## config.mk

```make
export PLATFORM = sky130hd
export DESIGN_NAME = periodic_irq_gen
export DESIGN_NICKNAME = d
export VERILOG_FILES = /design/src/rtl/pirq_pkg.sv /design/src/rtl/pirq_src_sel.sv /design/src/rtl/pirq_low_timer.sv /design/src/rtl/periodic_irq_gen.sv
export SDC_FILE = /design/constraint.sdc
export NUM_CORES = 1
export LEC_CHECK = 0
export ABC_AREA = 0
export BUFFER_PORTS_ARGS = -buffer_cell sky130_fd_sc_hd__buf_2
export CAP_MARGIN = 15
export CORE_UTILIZATION = 44
export CTS_CLUSTER_SIZE = 10
export DETAILED_ROUTE_END_ITERATION = 12
export PLACE_DENSITY = 0.69
export SLEW_MARGIN = 15
export SYNTH_ARGS = -nofsm -noshare
export SYNTH_HDL_FRONTEND = slang
export SYNTH_SLANG_ARGS = --single-unit
```

## constraint.sdc

```tcl
create_clock -name clk -period 1.5 [get_ports clk]
set_input_delay 0 -clock clk [delete_from_list [all_inputs] [get_ports clk]]
set_output_delay 0 -clock clk [all_outputs]
set_load 0.02 [all_outputs]
```

## src/rtl/pirq_pkg.sv

```systemverilog
package pirq_pkg;
    localparam int N_SRC       = 4;
    localparam int SEL_W       = $clog2(N_SRC);
    localparam int PULSE_TICKS = 64;

    typedef enum logic [1:0] {
        ST_IDLE  = 2'd0,
        ST_HELD  = 2'd1,
        ST_PULSE = 2'd2
    } pirq_state_e;
endpackage

```

## src/rtl/pirq_src_sel.sv

```systemverilog
module pirq_src_sel #(
    parameter int N_SRC = 4,
    localparam int SEL_W = $clog2(N_SRC)
) (
    input  logic [N_SRC-1:0] carries,
    input  logic [SEL_W-1:0] sel,
    output logic             event_hit
);
    logic [N_SRC-1:0] hit_vec;

    for (genvar g = 0; g < N_SRC; g++) begin : g_src
        assign hit_vec[g] = carries[g] && (sel == SEL_W'(g));
    end

    assign event_hit = |hit_vec;
endmodule

```

## src/rtl/pirq_low_timer.sv

```systemverilog
module pirq_low_timer #(
    parameter int TICKS = 64,
    localparam int CNT_W = $clog2(TICKS)
) (
    input  logic clk,
    input  logic rst_n,
    input  logic run,
    input  logic tick,
    output logic done
);
    localparam logic [CNT_W-1:0] LAST = CNT_W'(TICKS - 1);

    logic [CNT_W-1:0] cnt_q;

    always_ff @(posedge clk or negedge rst_n) begin
        if (!rst_n) begin
            cnt_q <= '0;
        end else if (!run) begin
            cnt_q <= '0;
        end else if (tick) begin
            cnt_q <= cnt_q + 1'b1;
        end
    end

    assign done = run && tick && (cnt_q == LAST);
endmodule

```

## src/rtl/periodic_irq_gen.sv

```systemverilog
module periodic_irq_gen
    import pirq_pkg::*;
#(
    parameter int PULSE_WIDTH = PULSE_TICKS
) (
    input  logic       clk,
    input  logic       rst_n,
    input  logic       carry_sub,
    input  logic       carry_sec,
    input  logic       carry_min,
    input  logic       carry_hour,
    input  logic       tick_8k,
    input  logic [1:0] period_sel,
    input  logic       irq_mode,
    input  logic       mask,
    input  logic       flag_clr,
    output logic       pin_low_en,
    output logic       irq_flag
);
    localparam int CFG_W = SEL_W + 1;

    pirq_state_e      state_q, state_d;
    logic [CFG_W-1:0] cfg_q;
    logic             cfg_change;
    logic             sel_event;
    logic             pulse_done;
    logic             pulse_run;

    pirq_src_sel #(.N_SRC(N_SRC)) u_sel (
        .carries  ({carry_hour, carry_min, carry_sec, carry_sub}),
        .sel      (period_sel),
        .event_hit(sel_event)
    );

    assign pulse_run = (state_q == ST_PULSE);

    pirq_low_timer #(.TICKS(PULSE_WIDTH)) u_timer (
        .clk  (clk),
        .rst_n(rst_n),
        .run  (pulse_run),
        .tick (tick_8k),
        .done (pulse_done)
    );

    // previous-cycle copy of the period and mode bits
    always_ff @(posedge clk or negedge rst_n) begin
        if (!rst_n) begin
            cfg_q <= '0;
        end else begin
            cfg_q <= {period_sel, irq_mode};
        end
    end

    assign cfg_change = (cfg_q != {period_sel, irq_mode});

    // state register
    always_ff @(posedge clk or negedge rst_n) begin
        if (!rst_n) begin
            state_q <= ST_IDLE;
        end else begin
            state_q <= state_d;
        end
    end

    // next state: mask > clear > config freeze > expiry
    always_comb begin
        state_d = state_q;
        unique case (state_q)
            ST_IDLE: begin
                if (!mask && sel_event) begin
                    state_d = irq_mode ? ST_HELD : ST_PULSE;   // EV_LATCH / EV_PULSE
                end
            end
            ST_HELD: begin
                if (mask || flag_clr) begin
                    state_d = ST_IDLE;                         // MASKED / SW_CLEAR
                end
            end
            ST_PULSE: begin
                if (mask || flag_clr) begin
                    state_d = ST_IDLE;                         // MASKED / SW_CLEAR
                end else if (cfg_change) begin
                    state_d = ST_HELD;                         // CFG_FREEZE
                end else if (pulse_done) begin
                    state_d = ST_IDLE;                         // T_EXPIRE
                end
            end
            default: state_d = ST_IDLE;
        endcase
    end

    // outputs
    always_comb begin
        pin_low_en = 1'b0;
        unique case (state_q)
            ST_IDLE:  pin_low_en = 1'b0;
            ST_HELD:  pin_low_en = 1'b1;
            ST_PULSE: pin_low_en = 1'b1;
            default:  pin_low_en = 1'b0;
        endcase
        irq_flag = pin_low_en;
    end
endmodule

```

==> reports/results.txt <==
status = finished with violations
failing checks = negative setup slack
Die Y = 40.4 um
DP Worst Slack = -0.00931 ns
I/O pin count = 14
Total Wirelength = 1270 um
Detailed Place HPWL = 912 um
Final Critical Period = 1.54 ns
Distinct cells, synth = 25
Slew headroom = 83.2%
YS warnings = 0
Die ar. = 1630 sq um
Area growth syn-to-layout = 33.8%
Final Max Tran Viols = 0
crit-path max FO = 3
Crit. End Element = flip-flop
final setup skew = 0.00430 ns
Clock Latency Late Sink = 0.27 ns
core area = 1330 sq um
Fmax = 648 MHz
initial core utilization = 48.6%
largest net degree at the start of global routing = 12
CTS tree = built
Max VDD drop = 0.575 mV
Static Leak = 0.000394 uW
iteration-0 DRC count of the detailed router = 4
first drt pass iteration count = 3
Setup violations, final = 2
CTS H-Tree Depth = 1
total global routing overflow = 0
final hold viol count = 0
worst setup margin = -0.0431 ns
Worst-Margin Slew = 0.251 ns
Arr. time, crit path = 1.73 ns
HP Class = input pin to flip-flop
Root Buffer = clkbuf_4
antenna violations before repair = 0
post-route ant nets = 0
max-cap violation count = 0
nets = 100
first-pass GRT wire length = 2080 um
synthesized instance count = 58
RSZ-0062 raised after global routing = true
I/O Buffers = 13
DR WL/cell = 12.9 um
Vias/cell = 5.10
Die W = 40.4 um
Post-Syn Area = 648 sq um
crit path kind = flip-flop to flip-flop
vias in the first global route = 496
gr usage total = 20.5%
Synth Register Bits = 11
gp weighted congestion = 0.749
clk slew on worst S/H paths = 0.07 ns
Syn Area/Cell = 11.2 sq um
CTS buffer count = 3
Max Root-Sink Buffers = 2
WP data required = 1.69 ns
CTS sink count = 11
Vias = 500
share of layout cells above drive strength 1 = 37.3%
Inserted Diodes = 0
drt drc = 0
Power Dens Cells = 1150 nW/um^2
sequential area share after synthesis = 42.5%
Worst Setup Start Kind = flip-flop
total negative slack = -0.0534 ns
row cnt = 13
Tcrit/Tclk final = 103%
Util after Layout = 65.0%
Syn Nets = 74
[kinds of logic after synthesis]
kind of cell | share of synthesized area [%]
XOR/XNOR | 9.46
adder cells (fa/ha/maj) | 7.72
buffers and inverters | 2.90
flip-flops | 42.5
AND/OR/NAND/NOR | 20.7
AO/OA/AOI/OAI | 10.2
multiplexers | 6.56
[registers in the layout (all words and copies together), names as in the netlist]
| signal | cells |
|---|---|
| cfg_q | 3 |
| state_q | 2 |
| u_timer.cnt_q | 6 |
[layer usage]
layer,global-route usage [%],share of wire [%]
met5,0,0
met4,7.50,0.55
met3,8.33,4.2
met2,34.9,52
met1,22.5,43
[synth_stat cells, drive strengths merged]
cell / count / area, sq um
a21boi: 1 / 7.51
a221oi: 1 / 8.76
and2: 4 / 25.0
and4b: 1 / 11.3
buf: 1 / 7.51
dfrtp: 11 / 275
ha: 4 / 50.1
inv: 3 / 11.3
mux2i: 2 / 20.0
mux4: 1 / 22.5
nand2: 3 / 11.3
nand4: 2 / 12.5
nor2b: 5 / 38.8
nor3b: 1 / 7.51
o211ai: 2 / 15.0
o21a: 1 / 7.51
o21ai: 2 / 10.0
o221ai: 1 / 8.76
o31a: 1 / 8.76
or2: 1 / 6.26
or3: 2 / 12.5
or3b: 1 / 8.76
xnor2: 4 / 35.0
xor2: 3 / 26.3
[area by class of cell]
cell class | count | area (sq um)
Timing Repair Buffer | 22 | 143
Multi-Input combinational cell | 43 | 393
Tap cell | 15 | 18.8
Inverter | 3 | 11.3
Fill cell | 116 | 467
Clock buffer | 4 | 26.3
Sequential cell | 11 | 275
[through the flow]
stage | hold WS (ns) | cell area [sq um] | cells | power (uW)
after floorplan | -0.296 | 656 | 58 | 625
after global placement | -0.116 | 762 | 89 | 736
after detailed placement | -0.118 | 762 | 89 | 742
after CTS | 0.0841 | 828 | 97 | 962
after global routing | 0.107 | 867 | 98 | 1070
final | 0.0851 | 867 | 98 | 993
[path summary, 6_finish.rpt]
kind | from | endpoint | slack (ns) | depth (start not counted)
setup / recovery | state_q[0] | state_q[0] | -0.04 | 6
hold / removal | tick_8k | u_timer.cnt_q[1] | 0.09 | 3
setup reg to reg | state_q[0] | state_q[0] | -0.04 | 6
hold reg to reg | u_timer.cnt_q[1] | u_timer.cnt_q[1] | 0.58 | 2
max in group asynchronous | rst_n | cfg_q[2] | 1.17 | 2
min in group asynchronous | rst_n | u_timer.cnt_q[5] | 0.12 | 2
[cell usage in the layout, fill, tap and decap left out, drive strengths merged]
master and n:
clkbuf 4, and4b 1, buf 18, and2 4, a221oi 1, nand2 3
nor2b 5, dfrtp 11, ha 4, nand4 2, or3b 1, o21a 1
nor3b 1, xnor2 4, xor2 3, a21boi 1, or2 1, dlygate4sd3 4
o221ai 1, o31a 1, mux2i 2, o211ai 2, mux4 1, or3 2
o21ai 2, inv 3
[timing repair]
action,in CTS,in global routing
setup buffers,0,1
endpoints found under the hold margin,14,0
endpoints found under the setup margin,2,2
gates resized for setup,0,7
hold buffers,4,0
pin swaps,0,5
[power by group]
part,total [uW],switching (uW),internal (uW)
Clock,203,99.8,103
Combinational,429,217,212
Sequential,361,34.4,327
[worst max-delay path, stage by stage (launching register included)]
cell and delay [ns]:
dfrtp_1 0.42, inv_2 0.09, ha_4 0.13, nor3b_4 0.18
o211ai_1 0.15, o221ai_1 0.25, mux2i_1 0.24
Power figures use the tool's default switching activity.
